[src/rtl/lcd_raster_pkg.sv]
package lcd_raster_pkg;
  localparam int ACT_W   = 10;
  localparam int SYNC_W  = 6;
  localparam int PORCH_W = 8;
  localparam int DIV_W   = 8;
  localparam int CNT_W   = ACT_W + 2;
  localparam int SYNC_LSB = ACT_W;
  localparam int FP_LSB   = SYNC_LSB + SYNC_W;
  localparam int BP_LSB   = FP_LSB + PORCH_W;
  localparam int POL_LSB  = 20;
  localparam int POL_USED = 4;
  localparam int POL_HS   = 0;
  localparam int POL_VS   = 1;
  localparam int POL_DE   = 2;
  localparam int POL_PCLK = 3;

  typedef enum logic {ST_IDLE, ST_RUN} run_state_e;

  typedef struct packed {
    logic [CNT_W-1:0] sync_len;
    logic [CNT_W-1:0] bp_len;
    logic [CNT_W-1:0] act_len;
    logic [CNT_W-1:0] fp_len;
  } axis_cfg_t;

  function automatic axis_cfg_t decode_axis(input logic [31:0] w, input logic porch_minus1);
    axis_cfg_t c;
    logic [CNT_W-1:0] adj;
    adj        = {{(CNT_W-1){1'b0}}, porch_minus1};
    c.act_len  = CNT_W'(w[ACT_W-1:0]) + CNT_W'(1);
    c.sync_len = CNT_W'(w[SYNC_LSB +: SYNC_W]) + CNT_W'(1);
    c.fp_len   = CNT_W'(w[FP_LSB +: PORCH_W]) + adj;
    c.bp_len   = CNT_W'(w[BP_LSB +: PORCH_W]) + adj;
    return c;
  endfunction
endpackage

[src/rtl/lcd_pix_div.sv]
module lcd_pix_div
  import lcd_raster_pkg::*;
#(
  parameter int DW      = DIV_W,
  parameter int MIN_TFT = 2,
  parameter int MIN_PAS = 3
) (
  input  logic          clk_i,
  input  logic          rst_ni,
  input  logic          run_i,
  input  logic          tft_i,
  input  logic [DW-1:0] div_i,
  output logic          ce_o,
  output logic          pclk_o
);
  logic [DW-1:0] floor_v, div_eff, dcnt_q;

  assign floor_v = tft_i ? DW'(MIN_TFT) : DW'(MIN_PAS);
  assign div_eff = (div_i < floor_v) ? floor_v : div_i;
  assign ce_o    = run_i && (dcnt_q >= div_eff - DW'(1));
  assign pclk_o  = run_i && (dcnt_q < (div_eff >> 1));

  always_ff @(posedge clk_i or negedge rst_ni) begin
    if (!rst_ni)                dcnt_q <= '0;
    else if (!run_i || ce_o)    dcnt_q <= '0;
    else                        dcnt_q <= dcnt_q + DW'(1);
  end

  p_ce_gap_r3: assert property (@(posedge clk_i) disable iff (!rst_ni)
    ce_o |=> !ce_o);
  p_pclk_low_at_ce_r5: assert property (@(posedge clk_i) disable iff (!rst_ni)
    ce_o |-> !pclk_o);
  p_pclk_needs_run_r5: assert property (@(posedge clk_i) disable iff (!rst_ni)
    pclk_o |-> run_i);
endmodule

[src/rtl/lcd_axis_ctr.sv]
module lcd_axis_ctr
  import lcd_raster_pkg::*;
(
  input  logic             clk_i,
  input  logic             rst_ni,
  input  logic             clr_i,
  input  logic             step_i,
  input  axis_cfg_t        cfg_i,
  output logic             in_sync_o,
  output logic             in_act_o,
  output logic             last_o,
  output logic [CNT_W-1:0] pos_o
);
  logic [CNT_W-1:0] cnt_q, b_sync, b_back, b_act, total;

  assign b_sync = cfg_i.sync_len;
  assign b_back = b_sync + cfg_i.bp_len;
  assign b_act  = b_back + cfg_i.act_len;
  assign total  = b_act + cfg_i.fp_len;

  assign last_o    = cnt_q >= (total - CNT_W'(1));
  assign in_sync_o = cnt_q < b_sync;
  assign in_act_o  = (cnt_q >= b_back) && (cnt_q < b_act);
  assign pos_o     = in_act_o ? (cnt_q - b_back) : '0;

  always_ff @(posedge clk_i or negedge rst_ni) begin
    if (!rst_ni)      cnt_q <= '0;
    else if (clr_i)   cnt_q <= '0;
    else if (step_i)  cnt_q <= last_o ? '0 : cnt_q + CNT_W'(1);
  end

  // wrap lands on the first sync unit
  p_wrap_to_sync_r1: assert property (@(posedge clk_i) disable iff (!rst_ni)
    (step_i && last_o && !clr_i) |=> in_sync_o);
  p_sync_act_apart_r6: assert property (@(posedge clk_i) disable iff (!rst_ni)
    in_act_o |-> !in_sync_o);
endmodule

[src/rtl/lcd_raster_gen.sv]
module lcd_raster_gen
  import lcd_raster_pkg::*;
(
  input  logic             clk_i,
  input  logic             rst_ni,
  input  logic             enable_i,
  input  logic             tft_i,
  input  logic [31:0]      hcfg_i,
  input  logic [31:0]      vcfg_i,
  input  logic [31:0]      pcfg_i,
  output logic             pclk_o,
  output logic             pix_ce_o,
  output logic             hsync_o,
  output logic             vsync_o,
  output logic             de_o,
  output logic [ACT_W-1:0] pix_x_o,
  output logic [ACT_W-1:0] line_y_o,
  output logic             vsync_evt_o,
  output logic             frame_done_o
);
  run_state_e       state_q;
  logic             run, stop_pend_q, done_q, evt_q, stop_now, frame_end;
  logic             ce, pclk_raw;
  logic             h_sync, h_act, h_last, v_sync, v_act, v_last;
  logic [CNT_W-1:0] h_pos, v_pos;
  logic             hs_raw, vs_raw, de_raw;
  logic [POL_USED-1:0] pol;
  axis_cfg_t        h_cfg, v_cfg;

  assign run   = (state_q == ST_RUN);
  assign h_cfg = decode_axis(hcfg_i, 1'b1);
  assign v_cfg = decode_axis(vcfg_i, 1'b0);
  assign pol   = pcfg_i[POL_LSB +: POL_USED];

  lcd_pix_div u_div (
    .clk_i  (clk_i),
    .rst_ni (rst_ni),
    .run_i  (run),
    .tft_i  (tft_i),
    .div_i  (pcfg_i[DIV_W-1:0]),
    .ce_o   (ce),
    .pclk_o (pclk_raw)
  );

  lcd_axis_ctr u_hctr (
    .clk_i     (clk_i),
    .rst_ni    (rst_ni),
    .clr_i     (!run),
    .step_i    (ce),
    .cfg_i     (h_cfg),
    .in_sync_o (h_sync),
    .in_act_o  (h_act),
    .last_o    (h_last),
    .pos_o     (h_pos)
  );

  lcd_axis_ctr u_vctr (
    .clk_i     (clk_i),
    .rst_ni    (rst_ni),
    .clr_i     (!run),
    .step_i    (ce && h_last),
    .cfg_i     (v_cfg),
    .in_sync_o (v_sync),
    .in_act_o  (v_act),
    .last_o    (v_last),
    .pos_o     (v_pos)
  );

  assign frame_end = run && ce && h_last && v_last;
  assign stop_now  = stop_pend_q || !enable_i;

  always_ff @(posedge clk_i or negedge rst_ni) begin
    if (!rst_ni) begin
      state_q     <= ST_IDLE;
      stop_pend_q <= 1'b0;
      done_q      <= 1'b0;
      evt_q       <= 1'b0;
    end else begin
      done_q <= 1'b0;
      evt_q  <= 1'b0;
      if (!run) begin
        stop_pend_q <= 1'b0;
        if (enable_i) begin
          state_q <= ST_RUN;
          evt_q   <= 1'b1;
        end
      end else if (frame_end) begin
        stop_pend_q <= 1'b0;
        if (stop_now) begin
          state_q <= ST_IDLE;
          done_q  <= 1'b1;
        end else begin
          evt_q <= 1'b1;
        end
      end else if (!enable_i) begin
        stop_pend_q <= 1'b1;
      end
    end
  end

  assign hs_raw = run && h_sync;
  assign vs_raw = run && v_sync;
  assign de_raw = run && h_act && v_act;

  assign hsync_o      = hs_raw ^ pol[POL_HS];
  assign vsync_o      = vs_raw ^ pol[POL_VS];
  assign de_o         = de_raw ^ pol[POL_DE];
  assign pclk_o       = pclk_raw ^ pol[POL_PCLK];
  assign pix_ce_o     = ce;
  assign pix_x_o      = de_raw ? h_pos[ACT_W-1:0] : '0;
  assign line_y_o     = de_raw ? v_pos[ACT_W-1:0] : '0;
  assign vsync_evt_o  = evt_q;
  assign frame_done_o = done_q;

  logic unused_bits;
  assign unused_bits = ^{pcfg_i[31:POL_LSB+POL_USED], pcfg_i[POL_LSB-1:DIV_W],
                         h_pos[CNT_W-1:ACT_W], v_pos[CNT_W-1:ACT_W]};

  p_done_one_cycle_r9: assert property (@(posedge clk_i) disable iff (!rst_ni)
    frame_done_o |=> !frame_done_o);
  p_done_when_idle_r9: assert property (@(posedge clk_i) disable iff (!rst_ni)
    frame_done_o |-> !run);
  p_done_after_end_r9: assert property (@(posedge clk_i) disable iff (!rst_ni)
    $rose(frame_done_o) |-> $past(frame_end));
  p_evt_at_sync_r7: assert property (@(posedge clk_i) disable iff (!rst_ni)
    vsync_evt_o |-> (run && v_sync && h_sync));
  p_de_outside_sync_r6: assert property (@(posedge clk_i) disable iff (!rst_ni)
    de_raw |-> (!h_sync && !v_sync));
  p_stop_latched_r10: assert property (@(posedge clk_i) disable iff (!rst_ni)
    (run && !enable_i && !frame_end) |=> stop_pend_q);
endmodule

[config.mk]
export PLATFORM = sky130hd
export DESIGN_NAME = lcd_raster_gen
export DESIGN_NICKNAME = d
export VERILOG_FILES = /design/src/rtl/lcd_raster_pkg.sv /design/src/rtl/lcd_pix_div.sv /design/src/rtl/lcd_axis_ctr.sv /design/src/rtl/lcd_raster_gen.sv
export SDC_FILE = /design/constraint.sdc
export NUM_CORES = 1
export LEC_CHECK = 0
export BUFFER_PORTS_ARGS = -buffer_cell sky130_fd_sc_hd__buf_2
export CAP_MARGIN = 20
export CORE_UTILIZATION = 35
export CTS_CLUSTER_SIZE = 14
export DETAILED_ROUTE_END_ITERATION = 16
export PLACE_DENSITY_LB_ADDON = 0.25
export SLEW_MARGIN = 5
export SYNTH_ARGS = -nofsm -noshare
export SYNTH_HDL_FRONTEND = slang
export SYNTH_SLANG_ARGS = --single-unit
[constraint.sdc]
create_clock -name clk_i -period 4.2 [get_ports clk_i]
set_input_delay 0.21 -clock clk_i [delete_from_list [all_inputs] [get_ports clk_i]]
set_output_delay 0.21 -clock clk_i [all_outputs]
set_load 0.01 [all_outputs]
==> results of run 1 <==
synthesized netlist by cell type, types with 4 or more instances:
library cell / number
ha_1: 154
inv_1: 110
a21oi_1: 63
nor2_1: 48
o21ai_0: 45
xnor2_1: 44
dfrtp_1: 36
nand2_1: 36
xor2_1: 36
a21o_1: 29
nand3_1: 29
nand2b_1: 23
and3_1: 21
o21a_1: 17
nor2b_1: 16
a31oi_1: 14
nor3_1: 9
fa_1: 8
o21bai_1: 8
a22o_1: 6
a211oi_1: 5
or3_1: 5
buf_2: 4
o211ai_1: 4
final cells by class:
class                      count  area [um2]  share of cell area
tap                          260         325              0.0301
clock inverter                 2        12.5             0.00116
sequential                    36         901              0.0835
clock buffer                   5         125              0.0116
timing repair buffer         293        2210               0.205
inverter                     110         415              0.0385
multi-input combinational    681        6800               0.630
kinds of logic (layout without fill, tap and decap cells):
logic type,after synthesis,after routing,synth area share
adder cells (fa/ha/maj),164,164,0.312
AND/OR/NAND/NOR,211,211,0.164
AO/OA/AOI/OAI,221,221,0.212
other,1,1,0.000554
buffers and inverters,117,410,0.0679
flip-flops,36,36,0.133
XOR/XNOR,81,81,0.106
multiplexers,3,3,0.00444
critical path, stage by stage:
cell	delay (ps)
buf_8	110
inv_1	60
ha_1	220
fa_2	510
fa_2	560
inv_2	50
ha_4	260
inv_2	40
ha_4	160
fa_2	400
a21oi_2	150
nor2_1	50
nor2_1	130
o21bai_1	100
a21oi_2	210
o21ai_4	90
xnor2_2	130
ha_1	290
a211o_1	300
a211oi_2	250
o21ai_2	120
nor3_4	280
buf_6	180
a21oi_1	80
a31oi_1	170
sequential cells by signal, summed over array words and instances (netlist names):
register,cells
u_vctr.cnt_q,12
u_div.dcnt_q,8
stop_pend_q,1
run,1
vsync_evt_o,1
u_hctr.cnt_q,12
frame_done_o,1
metrics by stage:
step	utilization	instance area (um2)	hold WS [ps]	setup TNS, ps	worst slack [ps]
6_report	0.573	10800	19.5	-27200	-694
5_1_grt	0.573	10800	108	-37290	-931
4_1_cts	0.538	10100	56.2	-24810	-611
3_5_place_dp	0.471	8870	368	-44540	-1130
3_3_place_gp	0.471	8870	359	-43390	-1050
2_1_floorplan	-	7060	-85.6	-18140	-654
cells in the final DEF (no fill, tap or decap), types with 7 or more instances in the layout:
master and n:
xor2_2 11, xor2_1 21, and3_1 20, nand3_1 25, o21ai_2 12, a21oi_2 24
nor2b_1 15, a21o_1 29, nor2_4 17, a21oi_1 32, o21a_1 17, nand2_1 25
xnor2_2 13, inv_1 102, nor2_1 29, ha_4 29, xnor2_1 28, inv_2 7
a31oi_1 10, buf_6 34, a21oi_4 10, nor3_1 8, nand2_2 7, buf_2 87
ha_1 123, dfrtp_1 36, o21ai_0 26, nand2b_1 23, buf_4 162
how the worst max path moves through the flow:
stage               start               to  slack [ps]
3_5_place_dp   vcfg_i[10]  u_vctr.cnt_q[5]       -1130
6_report       vcfg_i[10]  u_vctr.cnt_q[2]        -690
3_3_place_gp   hcfg_i[10]  u_vctr.cnt_q[4]       -1050
2_1_floorplan  vcfg_i[10]  u_vctr.cnt_q[6]        -650
4_1_cts        hcfg_i[10]      line_y_o[6]        -610
5_1_grt        vcfg_i[10]  u_vctr.cnt_q[2]        -930
power breakdown:
group          total (mW)  leakage [nW]  switching [mW]  internal (mW)
sequential          0.453         0.484          0.0692          0.384
combinational        3.68          4.89            1.71           1.97
clock               0.359        0.0657           0.144          0.215
timing repair:
| item | CTS | global route |
|---|---|---|
| setup endpoints to repair | 49 | 49 |
| gates resized for setup | 153 | 93 |
| cloned | 3 | 0 |
| pin swaps | 114 | 106 |
| hold endpoints to repair | 0 | 0 |
| setup buffers | 38 | 17 |
per-layer routing:
metal / up-vias / global-route usage / share of wire
li1: 3517 / - / -
met1: 3185 / 0.264 / 0.48
met2: 102 / 0.327 / 0.48
met3: 30 / 0.0143 / 0.019
met4: 0 / 0.0446 / 0.019
met5: - / 0 / 0
==> impl_metrics.yaml, run 1 <==
status:
  status: "finished with violations"
  violations: "negative setup slack"
floorplanning:
  start_util: 0.359
  die_x_um: 141
  dieHeight_um: 141
  coreArea_um2: 18800
  rows: 50
  pin_count: 127
  die_area_um2: 19900
clocking:
  cts-htree-levels: 2
  path_clk_slew_ps: 60
  clockRootBuffer: "clkbuf_16"
  cts_buffers: 5
  ctsHoldBuffers: 0
  insertion_delay_ps: 280
  clock-sinks: 36
  cts_tree: "done"
  clockBufferDepth: 2
placed_design:
  hpwl_um: 14500
  gp_congestion: 0.848
  io_buffers: 106
  place_inst: 1325
detailed_routing:
  wl_per_cell_um: 14.2
  dr.pass1.iters: 4
  ant_nets: 0
  drcViolationCount: 0
  totalWireLength_um: 19700
  viasPerCell: 4.93
  drt-initial-drc-count: 192
  dr_total_vias: 6834
synth:
  synthTopCellsByArea: "ha_1 28%, dfrtp_1 13%, inv_1 6.1%"
  synth-edff-count: 0
  yosysWarnings: 0
  synth.largest_area_cell: "ha_1"
  syn-instance-count: 834
  ys_seq_area_frac: 0.133
  syn_area_um2: 6760
  synth_fp_nets: 1096
  avgSynthCellArea_um2: 8.11
  ys_types: 63
  async_flop_share: 1.00
  ys.flop_type: "dfrtp_1"
  synth_top_area_frac: 0.285
  ys_ff_latch: 36
final_layout:
  n_fill_cell: 1614
  layout.nets: 1389
  antennaDiodeCount: 0
  finalNonFillerCells: 1387
  syn2layout_area_growth_pct: 59.5
  drive_above_1_share: 0.437
critical_path:
  rrSetupSlack_ps: 1240
  worstSetupPathType: "in2reg"
  critPathArrivalTime_ps: 5090
  crit-reg2reg-launch: "u_vctr.cnt_q[0]"
  required_ps: 4400
  crit_fanout: 8
  r2r_end: "u_vctr.cnt_q[2]"
  cp-start-kind: "primary input"
  r2r_cells: 12
  cp-end-kind: "register"
timing:
  setup-violations-final: 49
  finalMaxSlewViolations: 0
  rsz0062_at_grt: "true"
  tightest_slew_ps: 823
  slew_headroom: 0.451
  hold_violations: 0
  skew_ps: 6.44
  clock.fmax_mhz: 204
  period_needed_ps: 4890
  fin_ws_ps: -694
  fin_crit_sh: 1.17
global_routing:
  grt_pass1_wl_um: 31300
  antenna_found_initial: 0
  grt-ovfl-total: 0
  grt_max_degree: 37
  grt_pass1_vias: 6807
  grt_usage: 0.192
pwr:
  p_leak_nw: 5.44
  powerDensity_nw_per_um2: 416
  power.total_mw: 4.49
  vdd_drop_max_mv: 0.169
job:
  drv_cap: 0
hold_path:
  hold_class: "in2async"
(Power assumes the default switching activity.)
==> inputs of run 2 (changes only) <==
==> constraint.sdc (replaced) <==
create_clock -name clk_i -period 4.2 [get_ports clk_i]
set_input_delay 0 -clock clk_i [delete_from_list [all_inputs] [get_ports clk_i]]
set_output_delay 0 -clock clk_i [all_outputs]
set_load 0.01 [all_outputs]
==> impl_metrics.yaml, run 2 (synthesis results as in run 1) <==
detailed_routing:
  viasPerCell: 5.01
  dr.pass1.iters: 4
  drcViolationCount: 0
  ant_nets: 0
  wl_per_cell_um: 14.4
  drt-initial-drc-count: 225
  dr_total_vias: 6863
  totalWireLength_um: 19700
clocking:
  cts_tree: "done"
  clockRootBuffer: "clkbuf_16"
  cts-htree-levels: 2
  clockBufferDepth: 2
  path_clk_slew_ps: 60
  clock-sinks: 36
  insertion_delay_ps: 280
  cts_buffers: 5
final_layout:
  top_regs: "u_hctr.cnt_q: 12 flops, u_vctr.cnt_q: 12 flops, u_div.dcnt_q: 8 flops"
  drive_above_1_share: 0.405
  final_cell_area_um2: 10300
  post-route-util: 0.547
  mostFrequentLayoutCells: "154 x buf_4, 123 x ha_1, 108 x inv_1"
  antennaDiodeCount: 0
  layout.nets: 1371
  final_common_cell: "buf_4"
  finalNonFillerCells: 1370
  syn2layout_area_growth_pct: 52.2
timing:
  rsz0062_at_grt: "true"
  clock.fmax_mhz: 216
  slew_headroom: 0.449
  skew_ps: 6.94
  fin_crit_sh: 1.10
  hold_violations: 0
  setup-violations-final: 49
  fin_ws_ps: -425
  holdWs_ps: 266
  period_needed_ps: 4630
  tightest_slew_ps: 826
  finalMaxSlewViolations: 0
global_routing:
  grt_pass1_wl_um: 30700
  antenna_found_initial: 0
  grt-ovfl-total: 0
  grt_pass1_vias: 6460
  grt_usage: 0.189
  grt_max_degree: 37
critical_path:
  crit_fanout: 8
  r2r_end: "u_vctr.cnt_q[9]"
  crit-reg2reg-launch: "u_vctr.cnt_q[0]"
  worstSetupPathType: "in2reg"
  required_ps: 4400
  critPathArrivalTime_ps: 4830
  r2r_cells: 12
  rrSetupSlack_ps: 1310
  cp-end-kind: "register"
  cp-start-kind: "primary input"
floorplanning:
  dieHeight_um: 141
  die_x_um: 141
  coreArea_um2: 18800
  pin_count: 127
  rows: 50
  start_util: 0.359
  die_area_um2: 19900
placed_design:
  gp_congestion: 0.820
  placed_area_um2: 8620
  hpwl_um: 14500
  place_inst: 1315
  io_buffers: 106
pwr:
  powerDensity_nw_per_um2: 419
  p_leak_nw: 5.29
  power.total_mw: 4.31
  vdd_drop_max_mv: 0.211
status:
  violations: "negative setup slack"
  status: "finished with violations"
job:
  drv_cap: 0
hold_path:
  hold_depth: 3
  min_to: "pclk_o"
  hold_class: "in2out"
  worstHoldStart: "pcfg_i[23]"
==> run 2: where the power goes <==
| part | leakage [nW] | switching (mW) | internal, mW |
|---|---|---|---|
| registers | 0.484 | 0.0579 | 0.384 |
| clock network | 0.0798 | 0.147 | 0.279 |
| logic | 4.73 | 1.64 | 1.81 |
| total | 5.29 | 1.84 | 2.47 |
==> run 2: what timing repair did <==
action	CTS	global route
resized for setup	105	90
endpoints found under the hold margin	38	0
hold buffers	2	0
pin swaps	71	86
gates cloned	3	0
buffers inserted	25	19
setup endpoints to repair	49	49
==> run 2: per-layer routing <==
layer	routed length, um	share of wire	global-route usage	up-vias
met4	283	0.014	0.0372	0
met1	9150	0.47	0.258	3229
met3	587	0.030	0.0115	21
met2	9650	0.49	0.329	114
li1	-	-	-	3499
met5	0	0	0	-
==> run 2: layout make-up <==
cell class / count / area (um2)
sequential: 36 / 901
tap: 260 / 325
multi-input combinational: 681 / 6540
inverter: 110 / 413
clock buffer: 5 / 125
clock inverter: 3 / 42.5
timing repair buffer: 275 / 1940
fill: 1695 / 8540
==> run 2: how the worst max path moves through the flow <==
stage	slack, ps	cells past startpoint	start	end
finish	-430	24	vcfg_i[10]	u_vctr.cnt_q[9]
global route	-740	30	hcfg_i[10]	u_vctr.cnt_q[8]
CTS	-370	27	vcfg_i[10]	u_vctr.cnt_q[6]
detailed placement	-890	25	hcfg_i[10]	u_vctr.cnt_q[6]
global placement	-850	25	hcfg_i[10]	u_vctr.cnt_q[7]
floorplan	-440	26	vcfg_i[10]	u_vctr.cnt_q[6]
==> run 2: through the flow <==
stage	TNS, ps	setup slack [ps]
global placement	-28670	-851
finish	-17150	-425
floorplan	-7280	-444
detailed placement	-29550	-894
global route	-29640	-744
CTS	-11960	-367
==> run 2: critical path, cell delays in order <==
cell	delay, ps
buf_8	110
ha_4	280
fa_2	490
fa_2	420
a211o_4	350
o211ai_4	90
buf_6	120
a21oi_2	50
a21o_1	220
a21oi_4	190
xor2_2	250
ha_4	250
a21oi_2	130
o21ai_2	80
a21o_1	190
a21oi_2	140
xor2_1	190
ha_1	300
a21oi_2	170
o21ai_2	100
nor3_4	280
buf_6	180
nand2b_1	60
a31oi_1	160
==> inputs of run 3 (changes only) <==
==> constraint.sdc (replaced) <==
create_clock -name clk_i -period 5.85 [get_ports clk_i]
set_input_delay 0 -clock clk_i [delete_from_list [all_inputs] [get_ports clk_i]]
set_output_delay 0 -clock clk_i [all_outputs]
set_load 0.01 [all_outputs]
==> impl_metrics.yaml, run 3 (synthesis results as in run 1) <==
timing:
  hold_violations: 0
  fin_crit_sh: 0.895
  tightest_slew_ps: 851
  clock.fmax_mhz: 191
  fin_ws_ps: 614
  period_needed_ps: 5240
  rsz0062_at_grt: "false"
  finalMaxSlewViolations: 0
  setup-violations-final: 0
  skew_ps: 6.39
  slew_headroom: 0.433
  tns_ps: 0
clocking:
  cts_setup_buffers: 0
  cts_tree: "done"
  cts_buffers: 5
  ctsResizeCount: 0
  clock-sinks: 36
  insertion_delay_ps: 280
  cts-htree-levels: 2
  clockRootBuffer: "clkbuf_16"
  ctsHoldBuffers: 2
  path_clk_slew_ps: 50
  clockBufferDepth: 2
floorplanning:
  die_x_um: 141
  pin_count: 127
  start_util: 0.359
  rows: 50
  dieHeight_um: 141
  die_area_um2: 19900
  coreArea_um2: 18800
job:
  drv_cap: 0
final_layout:
  n_fill_cell: 1955
  drive_above_1_share: 0.144
  syn2layout_area_growth_pct: 15.1
  antennaDiodeCount: 0
  final_common_cell: "ha_1"
  mostFrequentLayoutCells: "154 x ha_1, 110 x inv_1, 106 x buf_2"
  final_cell_area_um2: 7790
  layout.nets: 1207
  post-route-util: 0.414
  top_regs: "u_hctr.cnt_q: 12 flops, u_vctr.cnt_q: 12 flops, u_div.dcnt_q: 8 flops"
placed_design:
  gp_congestion: 0.815
  hpwl_um: 13500
  placed_area_um2: 7600
  io_buffers: 106
  dp_slack_ps: 352
hold_path:
  worstHoldStart: "pcfg_i[21]"
  hold_class: "in2out"
global_routing:
  grt-ovfl-total: 0
  antenna_found_initial: 0
  grt_max_degree: 37
  grt_usage: 0.167
  grt_pass1_wl_um: 27200
  grt_pass1_vias: 5742
critical_path:
  crit_top_cell: "a21oi_1"
  crit-reg2reg-launch: "u_div.dcnt_q[0]"
  cp-end-kind: "register"
  critPathArrivalTime_ps: 5430
  r2r_cells: 12
  critPathLaunch: "hcfg_i[10]"
  cp-start-kind: "primary input"
  worstSetupPathType: "in2reg"
  slowest_delay_ps: 590
  critical_path.cell_chain: "buf_2, ha_1, fa_1, fa_1, a21o_1, a21oi_1, o21bai_1, a21oi_1, xnor2_1, ha_1, a21oi_1, o21ai_0, a21oi_1, nor2_1, xor2_1, ha_1, a22oi_1, nand2_1, a211o_1, o221ai_1, nand2_1, or3_1, o21ai_0"
  r2r_end: "u_hctr.cnt_q[4]"
  crit_fanout: 11
  rrSetupSlack_ps: 2910
  slowest_stage: "fa_1"
  required_ps: 6040
  endpoint: "u_hctr.cnt_q[9]"
detailed_routing:
  dr_total_vias: 5932
  viasPerCell: 4.92
  totalWireLength_um: 16000
  wl_per_cell_um: 13.3
  ant_nets: 0
  dr.pass1.iters: 4
  drcViolationCount: 0
  drt-initial-drc-count: 152
pwr:
  powerDensity_nw_per_um2: 279
  power.total_mw: 2.17
  vdd_drop_max_mv: 0.107
  p_leak_nw: 4.26
status:
  status: "complete, no violations"
## run 3: cell types whose count changed in the layout (fill, tap and decap cells not counted), moves of 14 or more
cell	before	now
xnor2_2	15	1
buf_6	16	0
o21ai_0	28	45
ha_1	123	154
xor2_1	22	36
xnor2_1	28	44
buf_4	154	3
a21oi_2	25	3
ha_4	30	0
a21oi_1	36	63
## run 3: cell type report
type | instances | area, um2 | share of cell area
Clock buffer | 5 | 125 | 0.0161
Clock inverter | 3 | 42.5 | 0.00546
Inverter | 110 | 413 | 0.0530
Multi-Input combinational cell | 681 | 5410 | 0.694
Sequential cell | 36 | 901 | 0.116
Tap cell | 260 | 325 | 0.0418
Timing Repair Buffer | 111 | 573 | 0.0736
## run 3: report_power, final
group | switching [mW] | internal (mW)
combinational | 0.837 | 0.704
clock | 0.106 | 0.200
sequential | 0.0489 | 0.276
## run 3: critical path: cells and delay by family
family	cells	cell delay, ps
and+or+nand+nor	4	870
buffers and inverters	1	130
adders and majority gates	5	2010
AOI/OAI and AO/OA	11	2030
xor gates and xnor gates	2	360
## run 3: how the worst min path moves through the flow
stage,to,cells after the start
after floorplan,frame_done_o,0
after global placement,u_div.dcnt_q[3],1
after detailed placement,u_div.dcnt_q[3],1
after CTS,vsync_o,3
after global routing,pclk_o,3
final,vsync_o,3
## run 3: per-layer routing
| metal | GRT usage | part of all wire |
|---|---|---|
| met1 | 0.241 | 0.53 |
| met2 | 0.267 | 0.43 |
| met3 | 0.0136 | 0.024 |
| met4 | 0.0423 | 0.018 |
| met5 | 0 | 0 |
## run 3: metrics by stage
stage | hold slack [ps] | std cells
finish | 269 | 1206
global route | 287 | 1206
CTS | 271 | 1206
detailed placement | 157 | 1196
global placement | 162 | 1196
floorplan | -296 | 834
